**src/rtl/spi_shf_pkg.sv**
```systemverilog
package spi_shf_pkg;
    typedef enum logic [0:0] {
        ST_IDLE  = 1'b0,
        ST_SHIFT = 1'b1
    } shf_state_e;
endpackage

```
**src/rtl/spi_shf_sync.sv**
```systemverilog
module spi_shf_sync #(
    parameter int W = 3
) (
    input  logic         clk,
    input  logic         rst_n,
    input  logic [W-1:0] d,
    output logic [W-1:0] q
);
    logic [W-1:0] meta;

    always_ff @(posedge clk or negedge rst_n) begin
        if (!rst_n) begin
            meta <= '0;
            q    <= '0;
        end else begin
            meta <= d;
            q    <= meta;
        end
    end
endmodule

```
**src/rtl/spi_shf_csfilt.sv**
```systemverilog
module spi_shf_csfilt #(
    parameter int FILT_CYC = 10
) (
    input  logic clk,
    input  logic rst_n,
    input  logic raw,
    output logic filt
);
    localparam int CW = $clog2(FILT_CYC + 1);

    logic [CW-1:0] cnt;

    always_ff @(posedge clk or negedge rst_n) begin
        if (!rst_n) begin
            cnt  <= '0;
            filt <= 1'b0;
        end else if (raw == filt) begin
            cnt <= '0;
        end else if (cnt == CW'(FILT_CYC - 1)) begin
            filt <= raw;
            cnt  <= '0;
        end else begin
            cnt <= cnt + 1'b1;
        end
    end

    // the filtered level only flips after a full run of disagreement
    assert_filt_settled_R8: assert property (@(posedge clk) disable iff (!rst_n)
        (filt != $past(filt)) |-> ($past(cnt) == CW'(FILT_CYC - 1)));
endmodule

```
**src/rtl/spi_cmd_fault_shifter.sv**
```systemverilog
module spi_cmd_fault_shifter
    import spi_shf_pkg::*;
#(
    parameter int CH_W     = 8,
    parameter int FILT_CYC = 10,
    parameter int EXT_A    = 4,
    parameter int EXT_B    = 5
) (
    input  logic            clk,
    input  logic            rst_n,
    input  logic            cs,
    input  logic            sclk,
    input  logic            sdi,
    input  logic [CH_W-1:0] fault_in,
    input  logic            ext_en5,
    input  logic            ext_en6,
    output logic            sdo,
    output logic            sdo_oe,
    output logic [CH_W-1:0] chan_en
);
    localparam int CNT_W = $clog2(CH_W);

    logic [2:0]       pins_s;
    logic             cs_s, sclk_s, sdi_s;
    logic             cs_f, cs_f_d, sclk_d;
    logic             sel_rise, sel_fall, clk_rise, clk_fall;

    shf_state_e       state, state_nx;
    logic             load_tx, end_xfer, commit_ok, shift_in, shift_out;

    logic [CH_W-1:0]  rx_sr, tx_sr, cmd_q, fault_q, ext_mask;
    logic [CNT_W-1:0] bit_cnt;
    logic             byte_seen, cap_bit, oe_q;

    spi_shf_sync #(.W(3)) u_sync (
        .clk  (clk),
        .rst_n(rst_n),
        .d    ({cs, sclk, sdi}),
        .q    (pins_s)
    );
    assign cs_s   = pins_s[2];
    assign sclk_s = pins_s[1];
    assign sdi_s  = pins_s[0];

    spi_shf_csfilt #(.FILT_CYC(FILT_CYC)) u_filt (
        .clk  (clk),
        .rst_n(rst_n),
        .raw  (cs_s),
        .filt (cs_f)
    );

    always_ff @(posedge clk or negedge rst_n) begin
        if (!rst_n) begin
            cs_f_d <= 1'b0;
            sclk_d <= 1'b0;
        end else begin
            cs_f_d <= cs_f;
            sclk_d <= sclk_s;
        end
    end

    assign sel_rise = cs_f & ~cs_f_d;
    assign sel_fall = ~cs_f & cs_f_d;
    assign clk_rise = sclk_s & ~sclk_d;
    assign clk_fall = ~sclk_s & sclk_d;

    // state register
    always_ff @(posedge clk or negedge rst_n) begin
        if (!rst_n) state <= ST_IDLE;
        else        state <= state_nx;
    end

    // next state and control outputs
    always_comb begin
        state_nx  = state;
        load_tx   = 1'b0;
        end_xfer  = 1'b0;
        shift_in  = 1'b0;
        shift_out = 1'b0;
        unique case (state)
            ST_IDLE: begin
                if (sel_rise) begin
                    load_tx  = 1'b1;
                    state_nx = ST_SHIFT;
                end
            end
            ST_SHIFT: begin
                if (sel_fall) begin
                    end_xfer = 1'b1;
                    state_nx = ST_IDLE;
                end else begin
                    shift_in  = clk_rise;
                    shift_out = clk_fall;
                end
            end
            default: state_nx = ST_IDLE;
        endcase
    end

    assign commit_ok = end_xfer && (bit_cnt == '0) && byte_seen && !sclk_s;

    // serial datapath
    always_ff @(posedge clk or negedge rst_n) begin
        if (!rst_n) begin
            rx_sr     <= '0;
            tx_sr     <= '0;
            cap_bit   <= 1'b0;
            bit_cnt   <= '0;
            byte_seen <= 1'b0;
            oe_q      <= 1'b0;
            cmd_q     <= '0;
        end else begin
            if (load_tx) begin
                tx_sr     <= fault_q;
                bit_cnt   <= '0;
                byte_seen <= 1'b0;
                oe_q      <= 1'b1;
            end
            if (shift_in) begin
                rx_sr   <= {rx_sr[CH_W-2:0], sdi_s};
                cap_bit <= sdi_s;
                if (bit_cnt == CNT_W'(CH_W - 1)) begin
                    bit_cnt   <= '0;
                    byte_seen <= 1'b1;
                end else begin
                    bit_cnt <= bit_cnt + 1'b1;
                end
            end
            if (shift_out) tx_sr <= {tx_sr[CH_W-2:0], cap_bit};
            if (end_xfer)  oe_q  <= 1'b0;
            if (commit_ok) cmd_q <= rx_sr;
        end
    end

    // fault latch: a set in the clearing cycle survives
    always_ff @(posedge clk or negedge rst_n) begin
        if (!rst_n) fault_q <= '0;
        else        fault_q <= (commit_ok ? '0 : fault_q) | fault_in;
    end

    always_comb begin
        ext_mask        = '0;
        ext_mask[EXT_A] = ext_en5;
        ext_mask[EXT_B] = ext_en6;
    end

    assign chan_en = cmd_q | ext_mask;
    assign sdo     = tx_sr[CH_W-1];
    assign sdo_oe  = oe_q;

    // output enable is never left on outside a transaction
    assert_oe_idle_R2: assert property (@(posedge clk) disable iff (!rst_n)
        (state == ST_IDLE && !load_tx) |=> !sdo_oe);

    // the command only moves in a committing cycle
    assert_cmd_on_commit_R6: assert property (@(posedge clk) disable iff (!rst_n)
        (cmd_q != $past(cmd_q)) |-> $past(commit_ok));

    // every set request is visible in the latch one cycle later
    assert_fault_set_R9: assert property (@(posedge clk) disable iff (!rst_n)
        (|fault_in) |=> ((fault_q & $past(fault_in)) == $past(fault_in)));

    // discrete enables force their channels on
    assert_ext_or_R7: assert property (@(posedge clk) disable iff (!rst_n)
        (ext_en5 && ext_en6) |-> (chan_en[EXT_A] && chan_en[EXT_B]));
endmodule

```
**config.mk**
```make
export PLATFORM = sky130hd
export DESIGN_NAME = spi_cmd_fault_shifter
export DESIGN_NICKNAME = d
export VERILOG_FILES = /design/src/rtl/spi_shf_pkg.sv /design/src/rtl/spi_shf_sync.sv /design/src/rtl/spi_shf_csfilt.sv /design/src/rtl/spi_cmd_fault_shifter.sv
export SDC_FILE = /design/constraint.sdc
export NUM_CORES = 1
export LEC_CHECK = 0
export BUFFER_PORTS_ARGS = -buffer_cell sky130_fd_sc_hd__buf_4
export CAP_MARGIN = 10
export CORE_ASPECT_RATIO = 2
export CORE_UTILIZATION = 47
export CTS_BUF_LIST = sky130_fd_sc_hd__clkbuf_8
export DETAILED_ROUTE_END_ITERATION = 10
export HOLD_SLACK_MARGIN = 0.06
export PLACE_DENSITY = 0.65
export SKIP_CTS_REPAIR_TIMING = 1
export SYNTH_ARGS = -nofsm -noshare
export SYNTH_HDL_FRONTEND = slang
export SYNTH_SLANG_ARGS = --single-unit
```
**constraint.sdc**
```tcl
create_clock -name clk -period 3.7 [get_ports clk]
set_input_delay 0.185 -clock clk [delete_from_list [all_inputs] [get_ports clk]]
set_output_delay 0.185 -clock clk [all_outputs]
set_load 0.1 [all_outputs]
```
==> results.toml <==
[status]
status = "finished, final reports clean"

[worst_setup_path]
worst-path-max-fanout = 12
r2r-start = "u_filt.filt"
critical-path-max-stage-delay_ns = 0.73
cp_cell_sequence = "and2b_1, nor3_2, mux2_2"
required_ns = 3.89
r2r_end = "rx_sr[5]"
critical_path.endpoint_type = "flop"
r2r_slack_ns = 1.71
worstRegToRegCells = 3
start_kind = "flop"
cp.arrival_ns = 2.18
criticalPathCategory = "flop to flop"
cpMaxStageDelayCell = "nor3_2"

[timing]
relSlewSlack_pct = 39.4
setup_viol = 0
tns_ns = 0
maxSlewViolCount = 0
fin_crit_ns = 1.99
skew_ns = 0.00831
final.period_utilization_pct = 53.8
rsz0062_at_grt = "no"
fmax_mhz = 503
worst_slew_pin_slew_ns = 0.904
hold_viol = 0

[synth]
yosys_warnings = 0
ys_ff_latch = 51
syn_area_mm2 = 0.00209
syn-mean-instance-area_um2 = 14.2
syn_nets = 167
syn-instance-count = 147
synth_cell_types = 28
ys_seq_area_share_pct = 61.0

[final_layout]
final.fill_count = 368
utilization_pct = 57.6
area_growth_pct = 18.3
layout_common_cells = "51 x dfrtp_1, 31 x mux2_2, 24 x buf_4, 10 x dlygate4sd3_1, 8 x a21o_1"
layout_commonest_cell = "dfrtp_1"
drive_gt1_share_pct = 37.6
diodes = 0
fin_cells = 232
nets = 198

[floorplanning]
io_pins = 25
die-height_um = 96.3
die_w_um = 49.2
start_util_pct = 48.7
fp.coreArea_mm2 = 0.00430
rows = 34
dieArea_mm2 = 0.00474

[pwr]
finalPower_mw = 1.39
ir_drop_mv = 0.315
swShare_pct = 27.7
p_leak_nw = 1.17
p_int_mw = 1.00
p_switching_mw = 0.383
power.share.sequential_pct = 51.3
power_density_mw_per_mm2 = 560
p_clk_share_pct = 26.6
p_comb_share_pct = 22.0

[grt]
use_met3_pct = 3.79
grt_pass1_wl_um = 5420
grt-ovfl-total = 0
grt_util_met2_pct = 28.5
gr-usage-all-layers_pct = 15.6
grt.busiest_layer = "met2"
antenna_found_initial = 0
grt_max_degree = 52
grt_pass1_vias = 1212
use_met1_pct = 16.5

[hold_path]
min_path_cells = 2
min_to = "fault_q[0]"
hold_path_class = "input port to flop"
min-delay-start = "fault_in[0]"

[clocking]
clock_sinks = 51
clkSlewWorstSetupHoldPaths_ns = 0.09
clock_tree.root_cell = "clkbuf_8"
htreeDepth = 2
cts_buffers = 5
insertion_delay_ns = 0.30
clock_tree.buffer_depth = 2
cts_tree = "yes"

[drt]
vias_per_cell = 4.91
drt-wirelength-per-cell_um = 13.6
vias = 1139
wirelength_um = 3160
post-route-drc-count = 0
antenna_left = 0
drt_iter0_drc = 16
drt_pass1_iterations = 3

[job]
drv_cap = 0

[placement]
hpwlAfterDp_um = 2260
port_buffers = 24
placed_cells = 215
place.gp.congestion = 0.761
[routing by layer]
metal	part of all wire [%]	routed length, um	vias up
li1	-	-	552
met1	39	1230	564
met2	56	1780	17
met3	2.8	87	6
met4	1.9	59	0
met5	0	0	-
[metrics by stage]
stage          setup WS (ns)  hold slack (ns)  area [um2]
2_1_floorplan           2.06           -0.111        2090
3_3_place_gp            1.77            0.238        2270
3_5_place_dp            1.69            0.245        2270
4_1_cts                 1.70          -0.0869        2370
5_1_grt                 1.48           0.0687        2470
6_report                1.71           0.0665        2470
[final cells by class]
class / count / area [um2] / area share [%]
flip-flops and latches: 51 / 1280 / 51.6
repair buffers: 34 / 280 / 11.3
clock inverters: 2 / 37.5 / 1.52
inverters: 5 / 18.8 / 0.759
clock buffers: 5 / 68.8 / 2.78
multi-input cells: 81 / 724 / 29.3
well taps: 54 / 67.6 / 2.73
[worst max-delay path, delay by kind of cell, from the launching register on]
kind / cells / cell delay, ns
simple gates: 2 / 0.98
mux: 1 / 0.42
flops: 1 / 0.47
[how the worst max path moves through the flow]
stage / startpoint / end / slack, ns / depth (start not counted)
2_1_floorplan: state / tx_sr[6] / 2.06 / 5
3_3_place_gp: u_filt.filt / rx_sr[7] / 1.77 / 3
3_5_place_dp: u_filt.filt / rx_sr[5] / 1.69 / 3
4_1_cts: u_filt.filt / rx_sr[7] / 1.70 / 3
5_1_grt: state / cmd_q[6] / 1.48 / 3
6_report: u_filt.filt / rx_sr[5] / 1.71 / 3
[state kept, by name, summed over array words and instances, names as in the netlist]
signal	flops
tx_sr	8
sclk_d	1
fault_q	8
rx_sr	8
u_filt.filt	1
cmd_q	8
bit_cnt	3
u_sync.q	3
u_filt.cnt	4
cs_f_d	1
u_sync.meta	3
state	1
byte_seen	1
sdo_oe	1
[cell families (layout without fill, tap and decap cells)]
| logic type | Yosys count | in the layout | share of synthesized area (%) |
|---|---|---|---|
| DFF | 51 | 51 | 61.0 |
| and+or+nand+nor | 25 | 25 | 6.94 |
| AOI/OAI and AO/OA | 12 | 12 | 4.01 |
| buffers and inverters | 15 | 46 | 4.31 |
| muxes | 36 | 36 | 19.4 |
| adders and majority gates | 5 | 5 | 2.99 |
| xor gates and xnor gates | 3 | 3 | 1.26 |
[power groups by stage]
| stage | clock network (mW) | logic, mW | registers [mW] |
|---|---|---|---|
| after global routing | 0.399 | 0.340 | 0.726 |
| final | 0.369 | 0.305 | 0.711 |
| after CTS | 0.382 | 0.304 | 0.714 |
| after detailed placement | 0 | 0.301 | 0.725 |
| after floorplan | 0 | 0.213 | 0.741 |
| after global placement | 0 | 0.290 | 0.718 |
[synthesized netlist by cell type]
cell | instances | area share, %
buf_2 | 3 | 0.72
and2b_1 | 1 | 0.36
nor4bb_1 | 1 | 0.48
inv_1 | 5 | 0.90
o21ai_0 | 1 | 0.24
or2_2 | 2 | 0.60
dfrtp_1 | 51 | 61
xnor2_1 | 1 | 0.42
a21oi_1 | 2 | 0.48
nand2_1 | 5 | 0.90
nand2b_1 | 2 | 0.60
nand3b_1 | 1 | 0.36
nor3b_2 | 1 | 0.60
mux2_4 | 1 | 0.72
mux2_2 | 31 | 17
or3b_1 | 1 | 0.42
buf_6 | 1 | 0.54
xor2_1 | 2 | 0.84
a22o_1 | 1 | 0.42
nor2_1 | 7 | 1.3
nor3_2 | 1 | 0.48
ha_1 | 5 | 3.0
nand3_1 | 2 | 0.48
mux2_1 | 2 | 1.1
buf_4 | 6 | 2.2
a21o_1 | 8 | 2.9
nand4b_1 | 1 | 0.42
mux2i_1 | 2 | 0.96
Note: power is estimated with default switching activity, not from simulation.
